File: src/rtl/tmerge_pkg.sv
package tmerge_pkg;
  typedef enum logic {PICK_A = 1'b0, PICK_B = 1'b1} pick_e;
endpackage

File: src/rtl/merge_steer.sv
module merge_steer
  import tmerge_pkg::*;
#(
  parameter int DW = 8,
  parameter int CW = 2
) (
  input  logic          clk,
  input  logic          rst,
  input  logic          c_valid,
  input  logic [CW-1:0] c_data,
  output logic          c_ready,
  input  logic          a_valid,
  input  logic [DW-1:0] a_data,
  output logic          a_ready,
  input  logic          b_valid,
  input  logic [DW-1:0] b_data,
  output logic          b_ready,
  input  logic          stg_ready,
  output logic          stg_valid,
  output logic [DW-1:0] stg_data
);
  pick_e         pick;
  logic          src_valid;
  logic [DW-1:0] src_data;

  // zero control value steers to A, any other value to B
  always_comb pick = (c_data == '0) ? PICK_A : PICK_B;

  always_comb begin
    case (pick)
      PICK_A:  begin src_valid = a_valid; src_data = a_data; end
      default: begin src_valid = b_valid; src_data = b_data; end
    endcase
  end

  // join: output token exists only when control and chosen data both exist
  assign stg_valid = c_valid && src_valid;
  assign stg_data  = src_data;
  assign c_ready   = stg_ready && src_valid;
  assign a_ready   = c_valid && stg_ready && (pick == PICK_A);
  assign b_ready   = c_valid && stg_ready && (pick == PICK_B);

  assert_no_ready_idle_R1: assert property (@(posedge clk) disable iff (rst)
    !c_valid |-> !(a_ready || b_ready));

  assert_zero_takes_a_R2: assert property (@(posedge clk) disable iff (rst)
    (c_valid && c_ready && (c_data == '0)) |-> (a_valid && a_ready));

  assert_nonzero_takes_b_R2: assert property (@(posedge clk) disable iff (rst)
    (c_valid && c_ready && (c_data != '0)) |-> (b_valid && b_ready));

  assert_one_side_R4: assert property (@(posedge clk) disable iff (rst)
    !(a_ready && b_ready));

  assert_data_needs_ctrl_R9: assert property (@(posedge clk) disable iff (rst)
    ((a_valid && a_ready) || (b_valid && b_ready)) |-> (c_valid && c_ready));
endmodule

File: src/rtl/merge_outstage.sv
module merge_outstage #(
  parameter int DW      = 8,
  parameter bit OUT_REG = 1'b1
) (
  input  logic          clk,
  input  logic          rst,
  input  logic          in_valid,
  input  logic [DW-1:0] in_data,
  output logic          in_ready,
  output logic          out_valid,
  output logic [DW-1:0] out_data,
  input  logic          out_ready
);
  generate
    if (OUT_REG) begin : g_reg
      logic          v_q;
      logic [DW-1:0] d_q;

      always_ff @(posedge clk) begin
        if (rst)                       v_q <= 1'b0;
        else if (in_valid && in_ready) v_q <= 1'b1;
        else if (out_ready)            v_q <= 1'b0;
      end

      // payload register carries no reset so it maps onto plain flops
      always_ff @(posedge clk) begin
        if (in_valid && in_ready) d_q <= in_data;
      end

      assign in_ready  = !v_q || out_ready;
      assign out_valid = v_q;
      assign out_data  = d_q;

      assert_load_shows_R3: assert property (@(posedge clk) disable iff (rst)
        (in_valid && in_ready) |=> out_valid);

      assert_hold_stalled_R7: assert property (@(posedge clk) disable iff (rst)
        (out_valid && !out_ready) |=> (out_valid && $stable(out_data)));

      assert_reset_empty_R8: assert property (@(posedge clk)
        $past(rst) |-> !out_valid);
    end else begin : g_pass
      assign in_ready  = out_ready;
      assign out_valid = in_valid;
      assign out_data  = in_data;
    end
  endgenerate
endmodule

File: src/rtl/tok_merge.sv
module tok_merge #(
  parameter int DW      = 8,
  parameter int CW      = 2,
  parameter bit OUT_REG = 1'b1
) (
  input  logic          clk,
  input  logic          rst,
  input  logic          c_valid,
  output logic          c_ready,
  input  logic [CW-1:0] c_data,
  input  logic          a_valid,
  output logic          a_ready,
  input  logic [DW-1:0] a_data,
  input  logic          b_valid,
  output logic          b_ready,
  input  logic [DW-1:0] b_data,
  output logic          z_valid,
  input  logic          z_ready,
  output logic [DW-1:0] z_data
);
  logic          stg_valid;
  logic          stg_ready;
  logic [DW-1:0] stg_data;

  merge_steer #(.DW(DW), .CW(CW)) u_steer (
    .clk       (clk),
    .rst       (rst),
    .c_valid   (c_valid),
    .c_data    (c_data),
    .c_ready   (c_ready),
    .a_valid   (a_valid),
    .a_data    (a_data),
    .a_ready   (a_ready),
    .b_valid   (b_valid),
    .b_data    (b_data),
    .b_ready   (b_ready),
    .stg_ready (stg_ready),
    .stg_valid (stg_valid),
    .stg_data  (stg_data)
  );

  merge_outstage #(.DW(DW), .OUT_REG(OUT_REG)) u_out (
    .clk       (clk),
    .rst       (rst),
    .in_valid  (stg_valid),
    .in_data   (stg_data),
    .in_ready  (stg_ready),
    .out_valid (z_valid),
    .out_data  (z_data),
    .out_ready (z_ready)
  );

  assert_ctrl_blocked_R7: assert property (@(posedge clk) disable iff (rst)
    (OUT_REG && z_valid && !z_ready) |-> !(c_valid && c_ready));
endmodule

File: config.mk
export PLATFORM = sky130hd
export DESIGN_NAME = tok_merge
export DESIGN_NICKNAME = d
export VERILOG_FILES = /design/src/rtl/tmerge_pkg.sv /design/src/rtl/merge_steer.sv /design/src/rtl/merge_outstage.sv /design/src/rtl/tok_merge.sv
export SDC_FILE = /design/constraint.sdc
export NUM_CORES = 1
export LEC_CHECK = 0
export ABC_AREA = 1
export ABC_CLOCK_PERIOD_IN_PS = 2200
export CORE_AREA = 2 2 39 41
export CTS_BUF_LIST = sky130_fd_sc_hd__clkbuf_4
export DETAILED_ROUTE_END_ITERATION = 10
export DIE_AREA = 0 0 41 43
export DONT_BUFFER_PORTS = 1
export GPL_TIMING_DRIVEN = 0
export MAX_ROUTING_LAYER = met4
export PLACE_DENSITY = 0.54
export SLEW_MARGIN = 20
export SYNTH_ARGS = -nofsm -noshare
export SYNTH_HDL_FRONTEND = slang
export SYNTH_SLANG_ARGS = --single-unit
File: constraint.sdc
create_clock -name clk -period 2.2 [get_ports clk]
set_clock_uncertainty 0.2 [all_clocks]
set_input_delay 0.44 -clock clk [delete_from_list [all_inputs] [get_ports clk]]
set_output_delay 0.44 -clock clk [all_outputs]
set_load 0.01 [all_outputs]
==> results of run 1 <==
through the flow:
stage	area [µm²]	power, mW
CTS	508.0	0.3890
global placement	478.0	0.2513
floorplan	457.9	0.2444
finish	508.0	0.3802
detailed placement	478.0	0.2536
global route	508.0	0.4105
flip-flops by register name (all words and copies together) (netlist names):
| register | count |
|---|---|
| u_out.out_data | 8 |
| u_out.out_valid | 1 |
report_power, final:
| group | switching, mW | internal [mW] | total (mW) |
|---|---|---|---|
| logic | 0.0268 | 0.0121 | 0.0390 |
| clock network | 0.0500 | 0.0817 | 0.132 |
| registers | 0.00883 | 0.201 | 0.209 |
| total | 0.0857 | 0.294 | 0.380 |
cells by family after synthesis:
| logic type | synth area share (%) |
|---|---|
| simple gates | 36.34 |
| buf+inv | 4.918 |
| compound gates | 1.913 |
| flops | 56.83 |
placed cells by master (no fill, tap or decap), drive strengths merged:
master and instances:
nand2 29, edfxtp 8, inv 6, nor2 5, clkbuf 4, or2 1, nand3 1, a21oi 1
dfxtp 1
path summary, 6_finish.rpt:
| path | from | depth (start not counted) | endpoint |
|---|---|---|---|
| worst max-delay path | u_out.out_valid | 4 | b_ready |
| worst max register to register | u_out.out_valid | 4 | u_out.out_data[0] |
| worst min register to register | u_out.out_valid | 3 | u_out.out_valid |
| worst min-delay path | rst | 1 | u_out.out_valid |
critical path, stage by stage (launching register included):
cell and delay, ps:
sky130_fd_sc_hd__dfxtp_1 370, sky130_fd_sc_hd__inv_1 50, sky130_fd_sc_hd__or2_1 250, sky130_fd_sc_hd__nand2_1 120
sky130_fd_sc_hd__nor2_1 80
area by class of cell:
class / count / share of cell area, %
multi-input cells: 37 / 34.48
flip-flops and latches: 9 / 51.23
clock buffers: 4 / 5.911
well taps: 16 / 3.941
inverters: 6 / 4.433
layer usage:
metal / global-route usage, % / wire [µm]
met1: 13.73 / 326
met2: 22.19 / 501
met3: 5.236 / 73
met4: 8.000 / 12
met5: - / 0
==> metrics.json, run 1 <==
{
  "run_status": {
    "run_status": "finished clean"
  },
  "final_layout": {
    "area_of_all_sequential_standard_cells_um2": 260.3,
    "area_growth_pct": 10.93,
    "antenna_cells": 0,
    "design.final.nets": 81,
    "multi_input_logic_area_um2": 175.2,
    "final_layout_size_suffix_gt1_share_pct": 23.21,
    "final.fill_count": 158,
    "fin_cells": 72,
    "finalCoreUtilization_pct": 36.71
  },
  "route": {
    "detailed_router_s_first_iteration_violation_count": 4,
    "drc": 0,
    "firstDrtPassIters": 4,
    "dr_total_vias": 330,
    "drt_wl_total_um": 913,
    "average_wire_length_per_cell_after_detail_routing_um": 12.68,
    "final_antenna_net_count": 0,
    "route.detailed.vias_per_inst": 4.583
  },
  "synthesis": {
    "synthFlopType": "sky130_fd_sc_hd__edfxtp_1",
    "netlist.area_leader.share_pct": 52.46,
    "synth_most_common_cell": "sky130_fd_sc_hd__nand2_1",
    "leading_cell_types_by_count_after_synthesis": "sky130_fd_sc_hd__nand2_1, sky130_fd_sc_hd__edfxtp_1, sky130_fd_sc_hd__inv_1, sky130_fd_sc_hd__nor2_1, sky130_fd_sc_hd__nand2_2",
    "yosys.cell_types.count": 12,
    "synth_enable_flop_cells": 8,
    "postSynthRegisterBits": 9,
    "yosys_warnings": 0,
    "synth_area_leader_cell": "sky130_fd_sc_hd__edfxtp_1",
    "netlist_top_cells_area": "sky130_fd_sc_hd__edfxtp_1, sky130_fd_sc_hd__nand2_1, sky130_fd_sc_hd__dfxtp_1",
    "synthesis.instances": 52,
    "synth_area_per_cell_um2": 8.807,
    "yosysSeqAreaShare_pct": 56.83,
    "netlist_area_um2": 457.9,
    "postSynthNetCount": 76,
    "asyncSetResetFlopFracSynth_pct": 0
  },
  "global_route": {
    "grt_pass1_wl_um": 1566,
    "track_usage_pct": 13.96,
    "number_of_global_route_vias_before_repair": 367,
    "grt_start_max_net_pins": 11,
    "gr-total-overflow": 0,
    "grt_antenna_before_repair": 0
  },
  "power": {
    "leak_nw": 0.2405,
    "power-per-cell-area_mw_per_mm2": 748.4,
    "power.ir.vdd_worst_mv": 0.2517
  },
  "worst_setup_path": {
    "path_class": "flip-flop to output port",
    "worstSetupStartpointType": "flip-flop",
    "cp_data_required_time_ps": 1560,
    "crit_fanout": 3,
    "worst_r2r_setup_slack_ps": 480,
    "setup.worst_path.end_class": "output port",
    "timing.critical_path.arrival_ps": 1120
  },
  "clock_network": {
    "cts_hold_buffers": 0,
    "cts_tree": "yes",
    "postCtsResizedCells": 0,
    "number_of_h_tree_branching_levels": 1,
    "clock_sink_count": 9,
    "postCtsSetupBuffers": 0,
    "clk_root_buffer_cell": "sky130_fd_sc_hd__clkbuf_4",
    "clkSlewWorstSetupHoldPaths_ps": 60,
    "cts.path.max_buffers": 2,
    "clock_latency_ps": 250,
    "tritoncts.num_buffers": 3
  },
  "place": {
    "port_buffers": 0,
    "dpl.hpwl_um": 722.6,
    "routabilityCongestion": 0.5616,
    "numPlacedInstances": 68,
    "detailedPlace.worstSlack_ps": 335.7
  },
  "sta": {
    "timing.max_slew.rel_slack_pct": 56.74,
    "timing.final.crit_share_pct": 79.89,
    "finalSetupTns_ps": 0,
    "hold_viol": 0,
    "maxSlewViolCount": 0,
    "post_layout_min_period_ps": 1758,
    "hold_ws_ps": 47.83,
    "worst_slew_pin_slew_ps": 646.5,
    "maxClockFrequency_ghz": 0.5689,
    "setup_viol": 0,
    "rsz0062_at_grt": "false",
    "postLayoutSetupSlackWorst_ps": 442.4
  },
  "floorplan": {
    "coreArea_mm2": 0.001384,
    "initial_utilization_pct": 33.09,
    "std_cell_rows": 14,
    "die_area_mm2": 0.001763,
    "chipHeight_um": 43,
    "io_pins": 36,
    "x_dimension_of_the_die_um": 41
  },
  "run": {
    "max-cap-violations": 0
  },
  "min_path": {
    "worstHoldPathType": "input port to flip-flop"
  }
}
No activity file was read; power rests on OpenSTA's default activity.
==> inputs of run 2 (changes only) <==
Settings changed: ABC_CLOCK_PERIOD_IN_PS 2200 to 1800.
Clock period 2.2 ns to 1.8 ns, I/O delays scaled along.
==> run 2 against run 1 <==
Against the previous run: first-iteration DRC count grew 50%; sequential power up 22%; critical path depth is the same; combinational power increased by 30%; design area rose by 2.5%; cell count is 1.4% higher; via count is 2.4% higher; register-to-register slack lost 220 ps; power grew 23%; critical path type unchanged; non-clock buffer count rose by 1; sequential share of layout area down 1.2 points; worst setup slack worse by 330 ps.
==> metrics.json, run 2 (same netlist as run 1, synthesis figures left out) <==
{
  "worst_setup_path": {
    "cp_data_required_time": {"value": 1240, "unit": "ps", "change": "-320 ps"},
    "source_of_the_critical_timing_path": "u_out.out_valid",
    "timing.critical_path.slowest_stage_cell": "sky130_fd_sc_hd__dfxtp_1",
    "crit_fanout": {"value": 3, "change": "unchanged"},
    "crit_chain": "inv_1 -> or2_1 -> nand2_1 -> nor2_1",
    "critical_path.max_stage_delay": {"value": 370, "unit": "ps", "change": "about the same"},
    "regToRegStartpoint": "u_out.out_valid",
    "setup.worst_path.end_class": "output port",
    "path_class": "flip-flop to output port",
    "worstSetupStartpointType": "flip-flop",
    "timing.critical_path.arrival": {"value": 1130, "unit": "ps", "change": "about the same"}
  },
  "route": {
    "drt_wl_total": {"value": 921, "unit": "µm", "change": "+0.88%"},
    "final_antenna_net_count": {"value": 0, "change": "unchanged"},
    "route.detailed.vias_per_inst": {"value": 4.630, "change": "+1.0%"},
    "firstDrtPassIters": {"value": 4, "change": "unchanged"},
    "drc": {"value": 0, "change": "unchanged"},
    "dr_total_vias": {"value": 338, "change": "+2.4%"},
    "detailed_router_s_first_iteration_violation_count": {"value": 6, "change": "+2"},
    "average_wire_length_per_cell_after_detail_routing": {"value": 12.62, "unit": "µm", "change": "-0.51%"}
  },
  "final_layout": {
    "number_of_flip_flops_under_the_largest_register_name": {"value": 8, "change": "unchanged"},
    "final_cell_mix": "sky130_fd_sc_hd__nand2_1, sky130_fd_sc_hd__edfxtp_1, sky130_fd_sc_hd__inv_1, sky130_fd_sc_hd__clkbuf_4",
    "antenna_cells": {"value": 0, "change": "unchanged"},
    "final.fill_count": {"value": 156, "change": "-1.3%"},
    "final_layout_size_suffix_gt1_share": {"value": 24.56, "unit": "%", "change": "+1.3 points"},
    "multi_input_logic_area": {"value": 177.7, "unit": "µm²", "change": "+1.4%"},
    "finalCoreUtilization": {"value": 37.61, "unit": "%", "change": "+0.90 points"},
    "area_of_all_sequential_standard_cells": {"value": 260.3, "unit": "µm²", "change": "unchanged"},
    "area_growth_pct": 13.66,
    "design.final.nets": {"value": 82, "change": "+1.2%"},
    "most_frequent_standard_cell_in_the_layout_excluding_fill_and_tap_cells": "sky130_fd_sc_hd__nand2_1"
  },
  "global_route": {
    "use_met2": {"value": 22.19, "unit": "%", "change": "unchanged"},
    "grt_start_max_net_pins": {"value": 11, "change": "unchanged"},
    "global_route.peak_usage_layer": "met2",
    "track_usage": {"value": 13.96, "unit": "%", "change": "unchanged"},
    "number_of_global_route_vias_before_repair": {"value": 367, "change": "unchanged"},
    "grt_antenna_before_repair": {"value": 0, "change": "unchanged"},
    "grt_pass1_wl": {"value": 1566, "unit": "µm", "change": "unchanged"},
    "globalRouteMet3Util": {"value": 5.236, "unit": "%", "change": "unchanged"},
    "gr-total-overflow": {"value": 0, "change": "unchanged"},
    "grtUsageMet1": {"value": 13.73, "unit": "%", "change": "unchanged"}
  },
  "sta": {
    "post_layout_min_period_ps": 1692,
    "timing.final.crit_share_pct": 93.98,
    "finalSetupTns": {"value": 0, "unit": "ps", "change": "unchanged"},
    "timing.max_slew.rel_slack": {"value": 71.88, "unit": "%", "change": "+15 points"},
    "worst_slew_pin_slew": {"value": 421.4, "unit": "ps", "change": "-225.1 ps"},
    "maxSlewViolCount": {"value": 0, "change": "unchanged"},
    "maxClockFrequency_ghz": 0.5912,
    "setup_viol": {"value": 0, "change": "unchanged"},
    "hold_viol": {"value": 0, "change": "unchanged"},
    "rsz0062_at_grt": "false"
  },
  "place": {
    "routabilityCongestion": {"value": 0.5616, "change": "unchanged"},
    "port_buffers": {"value": 0, "change": "unchanged"},
    "dpl.hpwl": {"value": 722.6, "unit": "µm", "change": "unchanged"}
  },
  "floorplan": {
    "io_pins": {"value": 36, "change": "unchanged"},
    "std_cell_rows": {"value": 14, "change": "unchanged"},
    "x_dimension_of_the_die": {"value": 41, "unit": "µm", "change": "unchanged"},
    "die_area": {"value": 0.001763, "unit": "mm²", "change": "unchanged"},
    "chipHeight": {"value": 43, "unit": "µm", "change": "unchanged"},
    "coreArea": {"value": 0.001384, "unit": "mm²", "change": "unchanged"},
    "initial_utilization": {"value": 33.09, "unit": "%", "change": "unchanged"}
  },
  "clock_network": {
    "number_of_h_tree_branching_levels": {"value": 1, "change": "unchanged"},
    "clk_root_buffer_cell": "sky130_fd_sc_hd__clkbuf_4",
    "clock_latency": {"value": 250, "unit": "ps", "change": "about the same"},
    "postCtsSetupBuffers": {"value": 0, "change": "unchanged"},
    "cts_tree": "yes",
    "clkSlewWorstSetupHoldPaths": {"value": 60, "unit": "ps", "change": "about the same"},
    "clock_sink_count": {"value": 9, "change": "unchanged"},
    "tritoncts.num_buffers": {"value": 3, "change": "unchanged"},
    "cts.path.max_buffers": {"value": 2, "change": "unchanged"}
  },
  "power": {
    "power.ir.vdd_worst": {"value": 0.3078, "unit": "mV", "change": "+22%"},
    "power-per-cell-area": {"value": 900.4, "unit": "mW/mm²", "change": "+20%"},
    "leak": {"value": 0.2446, "unit": "nW", "change": "+1.7%"}
  },
  "min_path": {
    "worstHoldPathType": "input port to flip-flop",
    "hold_start": "c_valid"
  },
  "run_status": {
    "run_status": "finished clean"
  },
  "run": {
    "max-cap-violations": {"value": 0, "change": "unchanged"}
  }
}
## run 2: cell types whose count changed in the layout (fill, tap and decap cells not counted)
cell                            delta
sky130_fd_sc_hd__dlygate4sd3_1     +1
sky130_fd_sc_hd__nor2_2            +1
sky130_fd_sc_hd__nor2_1            -1
## run 2: cell type report
cell class | count | area share, %
tap | 16 | 3.846
inverter | 6 | 4.327
multi-input combinational | 37 | 34.13
clock buffer | 4 | 5.769
timing repair buffer | 1 | 1.923
sequential | 9 | 50.00
## run 2: worst paths after layout
path | endpoint | slack [ps] | depth (start not counted)
setup / recovery | b_ready | 110 | 4
hold / removal | u_out.out_valid | 50 | 2
setup reg to reg | u_out.out_data[3] | 260 | 4
hold reg to reg | u_out.out_valid | 450 | 3
## run 2: power breakdown
part / switching (mW) / internal (mW)
Clock: 0.0620 / 0.0999
Sequential: 0.0108 / 0.245
Combinational: 0.0341 / 0.0166
Total: 0.107 / 0.362
## run 2: per-stage QoR
step / setup slack [ps] / power, mW / hold slack (ps) / cell area (µm²) / std cells
floorplan: 235.9 / 0.2987 / 222.4 / 457.9 / 52
global placement: 16.44 / 0.3072 / 223.9 / 478.0 / 68
detailed placement: 15.68 / 0.3100 / 226.0 / 478.0 / 68
CTS: 56.69 / 0.4775 / 42.83 / 518.0 / 73
global route: 5.608 / 0.5049 / 33.96 / 520.5 / 73
finish: 108.4 / 0.4686 / 51.83 / 520.5 / 73
## run 2: what timing repair did
action / CTS / global route
hold endpoints to repair: 1 / 0
endpoints found under the setup margin: 0 / 8
resized for setup: 0 / 1
hold buffers: 1 / 0
## run 2: per-layer routing
layer | up-vias | part of all wire [%]
li1 | 170 | -
met1 | 149 | 37
met2 | 17 | 53
met3 | 2 | 8.4
met4 | 0 | 1.1
met5 | - | 0
## run 2: critical path: cells and delay by family, from the launching register on
kind / cells / cell delay [ps]
AND/OR/NAND/NOR: 3 / 460
flip-flops: 1 / 370
buffers and inverters: 1 / 50
